## src/rtl/bcd_ctr_pkg.sv

```systemverilog
package bcd_ctr_pkg;
    localparam int CNT_W     = 4;
    localparam int DIGIT_TOP = 9;
    localparam logic [CNT_W-1:0] TOP_CODE = CNT_W'(DIGIT_TOP);
    localparam logic [CNT_W-1:0] ZERO     = '0;
    localparam logic [CNT_W-1:0] ONE      = CNT_W'(1);

    typedef enum logic [1:0] {
        OP_HOLD  = 2'd0,
        OP_COUNT = 2'd1,
        OP_LOAD  = 2'd2,
        OP_CLEAR = 2'd3
    } ctr_op_e;

    typedef struct packed {
        logic [CNT_W-1:0] cnt;
    } ctr_state_t;
endpackage

```

## src/rtl/bcd_ctr_op_sel.sv

```systemverilog
module bcd_ctr_op_sel
    import bcd_ctr_pkg::*;
#(
    parameter bit SYNC_CLEAR = 1'b0
) (
    input  logic    clear_n,
    input  logic    load_n,
    input  logic    en_parallel,
    input  logic    en_trickle,
    output ctr_op_e op
);
    logic clr_req;

    generate
        if (SYNC_CLEAR) begin : g_sync
            assign clr_req = ~clear_n;
        end else begin : g_async
            // the register clears itself; the synchronous path never sees it
            assign clr_req = 1'b0 & ~clear_n;
        end
    endgenerate

    always_comb begin
        if (clr_req)                       op = OP_CLEAR;
        else if (!load_n)                  op = OP_LOAD;
        else if (en_parallel && en_trickle) op = OP_COUNT;
        else                               op = OP_HOLD;
    end
endmodule

```

## src/rtl/bcd_ctr_next.sv

```systemverilog
module bcd_ctr_next
    import bcd_ctr_pkg::*;
(
    input  ctr_op_e          op,
    input  logic [CNT_W-1:0] cnt_q,
    input  logic [CNT_W-1:0] data_in,
    output logic [CNT_W-1:0] cnt_d
);
    logic at_or_past_top;

    // 9 wraps, and any code above 9 falls back to 0 as well
    assign at_or_past_top = (cnt_q >= TOP_CODE);

    always_comb begin
        unique case (op)
            OP_CLEAR: cnt_d = ZERO;
            OP_LOAD:  cnt_d = data_in;
            OP_COUNT: cnt_d = at_or_past_top ? ZERO : cnt_q + ONE;
            default:  cnt_d = cnt_q;
        endcase
    end
endmodule

```

## src/rtl/bcd_ctr_carry.sv

```systemverilog
module bcd_ctr_carry
    import bcd_ctr_pkg::*;
(
    input  logic [CNT_W-1:0] cnt_q,
    input  logic             en_trickle,
    output logic             carry_out
);
    always_comb carry_out = en_trickle && (cnt_q == TOP_CODE);
endmodule

```

## src/rtl/bcd_decade_counter.sv

```systemverilog
module bcd_decade_counter
    import bcd_ctr_pkg::*;
#(
    parameter bit ASYNC_CLEAR = 1'b1
) (
    input  logic             clk,
    input  logic             clear_n,
    input  logic             load_n,
    input  logic [CNT_W-1:0] data_in,
    input  logic             en_parallel,
    input  logic             en_trickle,
    output logic [CNT_W-1:0] count,
    output logic             carry_out
);
    localparam bit SYNC_CLEAR = !ASYNC_CLEAR;

    ctr_op_e    op;
    ctr_state_t st_d, st_q;
    logic [CNT_W-1:0] cnt_nxt;

    bcd_ctr_op_sel #(.SYNC_CLEAR(SYNC_CLEAR)) op_sel_i (
        .clear_n     (clear_n),
        .load_n      (load_n),
        .en_parallel (en_parallel),
        .en_trickle  (en_trickle),
        .op          (op)
    );

    bcd_ctr_next next_i (
        .op      (op),
        .cnt_q   (st_q.cnt),
        .data_in (data_in),
        .cnt_d   (cnt_nxt)
    );

    always_comb begin
        st_d     = st_q;
        st_d.cnt = cnt_nxt;
    end

    generate
        if (ASYNC_CLEAR) begin : g_areg
            always_ff @(posedge clk or negedge clear_n) begin
                if (!clear_n) st_q <= '0;
                else          st_q <= st_d;
            end
        end else begin : g_sreg
            always_ff @(posedge clk) begin
                st_q <= st_d;
            end
        end
    endgenerate

    bcd_ctr_carry carry_i (
        .cnt_q      (st_q.cnt),
        .en_trickle (en_trickle),
        .carry_out  (carry_out)
    );

    assign count = st_q.cnt;
endmodule

```

## config.mk

```make
export PLATFORM = sky130hd
export DESIGN_NAME = bcd_decade_counter
export DESIGN_NICKNAME = d
export VERILOG_FILES = /design/src/rtl/bcd_ctr_pkg.sv /design/src/rtl/bcd_ctr_op_sel.sv /design/src/rtl/bcd_ctr_next.sv /design/src/rtl/bcd_ctr_carry.sv /design/src/rtl/bcd_decade_counter.sv
export SDC_FILE = /design/constraint.sdc
export NUM_CORES = 1
export LEC_CHECK = 0
export CORE_AREA = 2 2 39 41
export CTS_BUF_LIST = sky130_fd_sc_hd__clkbuf_8
export CTS_CLUSTER_DIAMETER = 60
export DETAILED_ROUTE_END_ITERATION = 16
export DIE_AREA = 0 0 41 43
export DONT_BUFFER_PORTS = 1
export PLACE_DENSITY_LB_ADDON = 0.2
export SETUP_SLACK_MARGIN = 0.1
export SYNTH_ARGS = -nofsm -noshare
export SYNTH_HDL_FRONTEND = slang
export SYNTH_SLANG_ARGS = --single-unit
```

## constraint.sdc

```tcl
create_clock -name clk -period 2.8 [get_ports clk]
set_clock_uncertainty 0.2 [all_clocks]
set_input_delay 0.56 -clock clk [delete_from_list [all_inputs] [get_ports clk]]
set_output_delay 0.56 -clock clk [all_outputs]
set_load 0.005 [all_outputs]
```

==> results.toml <==
[clocking]
cts.path.max_buffers = 2
cts_sinks = 4
post-cts-setup-buffers = 0
cts-buffers-inserted = 3
root_buffer = "clkbuf_8"
clkLatencyLatePin_ps = 210
cts_htree_levels = 1
cts_tree = "built"
clkTransAtPathRegs_ps = 30

[yosys]
synthArstFlopShare_pct = 100
synth.distinct_cells = 22
synth_top_cell_area_share_pct = 32.0
netlist_instances = 33
synth_edf_count = 0
synth_flop_cell = "dfrtp_1"
synth-seq-cells = 4
syn-num-nets = 45
ys_warn_count = 0
syn_area_um2 = 313
yosys.area.top_type = "dfrtp_1"
synthTopCellsByArea = "dfrtp_1, ha_1, a211o_1, nand2b_1, and4b_2"
syn_area_per_cell_um2 = 9.48
seq_area_frac_synth_pct = 32.0

[detailed_routing]
drtPass1Iterations = 4
routedWlPerCell_um = 14.7
drcViolationCount = 0
finalWirelength_um = 764
ant_nets = 0
via_count = 263
routed_via_density = 5.06
drt_iter0_drc = 4

[timing]
setup_ws_ps = 857
rsz0062_at_grt = "false"
worst_pin_slew_ps = 300
finalCriticalPeriod_ps = 1940
setup_tns_ps = 0
max_freq_mhz = 515
finalSetupViolCount = 0
hold_violations = 0
drv_slew = 0
maxSlewHeadroom_pct = 80.0
min_period_over_period_pct = 69.4

[floorplan]
std_cell_rows = 14
die_h_um = 43
start_util_pct = 22.6
fp.dieArea_um2 = 1760
io_pins = 14
coreArea_um2 = 1380
dieWidth_um = 41

[global_routing]
grt_max_degree = 10
grt_pass1_vias = 283
antenna_found_initial = 0
grt_pass1_wl_um = 1240
grt-ovfl-total = 0
gr-usage-all-layers_pct = 10.8

[power]
ir_worst_vdd_mv = 0.267
total_power_w = 0.000231
p_leak_nw = 0.154
power_density_nw_per_um2 = 606

[place]
pre_cts_slack_ps = 898
globalplace.congestion = 0.656
io_buffer_count = 0
hpwl_um = 621
placed_area_um2 = 329

[layout]
antenna_cells = 0
layout_commonest_cell = "dfrtp_1"
final_layout_size_suffix_gt1_share_pct = 13.9
largest_reg_flops = 4
finish.instance_area_um2 = 380
regArea_um2 = 100
layout.nets = 50
mostFrequentLayoutCells = "dfrtp_1, ha_1, clkbuf_8"
multi_input_area_um2 = 201
syn2layout_area_growth_pct = 21.6
nFillCells = 146

[min_path]
hold_end = "count[0]$_DFFE_PN0P_"
hp-class = "input port to register"
min_from = "load_n"
whs_path_depth = 1

[worst_setup_path]
cp-end-kind = "output port"
rr_endpoint = "count[0]$_DFFE_PN0P_"
rrSetupSlack_ps = 920
crit_path_start = "count[0]$_DFFE_PN0P_"
worstPathMaxFanout = 7
cp.required_ps = 2040
worstSetupPathType = "register to output port"
worstRegToRegCells = 5
rr_startpoint = "count[0]$_DFFE_PN0P_"
start_kind = "register"
arrival_ps = 1180

[status]
run_status = "completed"

[run]
maxCapViolCount = 0
## power breakdown
group / switching (W) / total (W) / internal [W] / leakage (nW)
Combinational: 0.0000149 / 0.0000330 / 0.0000181 / 0.0849
Sequential: 0.0000137 / 0.0000781 / 0.0000645 / 0.0477
Clock: 0.0000280 / 0.000119 / 0.0000915 / 0.0216
## layout make-up
class                           count  share of cell area (%)
Clock buffer                        3                    10.9
Inverter                            2                    1.97
Multi-Input combinational cell     26                    53.0
Sequential cell                     4                    26.3
Tap cell                           16                    5.26
Timing Repair Buffer                1                    2.63
## critical path, stage by stage (launching register included)
cell,delay [ps]
dfrtp_1,460
ha_1,270
and4b_2,240
## through the flow
step	instances	hold slack (ps)	utilization (%)
final	52	255	27.5
after global routing	52	271	27.5
after CTS	52	256	27.5
after detailed placement	48	64.5	23.8
after global placement	48	64.5	23.8
after floorplan	33	64.4	-
## layer usage
metal  wire length (µm)  vias up  GRT usage (%)
li1                   -      132              -
met5                  0        -              0
met4                  0        0           8.00
met1                292      124           12.7
met3                 76        0           5.24
met2                394        7           14.4
## how the worst max path moves through the flow
stage | slack [ps] | endpoint | cells after the start
2_1_floorplan | 1070 | count[0]$_DFFE_PN0P_ | 4
3_3_place_gp | 960 | count[0]$_DFFE_PN0P_ | 5
3_5_place_dp | 900 | count[0]$_DFFE_PN0P_ | 4
4_1_cts | 840 | carry_out | 2
5_1_grt | 770 | count[0]$_DFFE_PN0P_ | 5
6_report | 860 | carry_out | 2
## kinds of logic after synthesis
group	share of synthesized area (%)
and+or+nand+nor	29.6
buffers and inverters	3.60
AOI/OAI and AO/OA	19.2
adders and majority gates	12.0
muxes	3.60
DFF	32.0
## synth_stat cells (2+ instances only)
cell type,instances
nor2_1,2
inv_1,2
a21oi_1,2
ha_1,3
nand2b_1,2
a211o_1,2
nand2_1,2
dfrtp_1,4
## what timing repair did
action                    4_1_cts  5_1_grt
hold buffers                    1        0
hold endpoints to repair        4        0
gates resized for setup         0        0
Note: power is estimated with default switching activity, not from simulation.
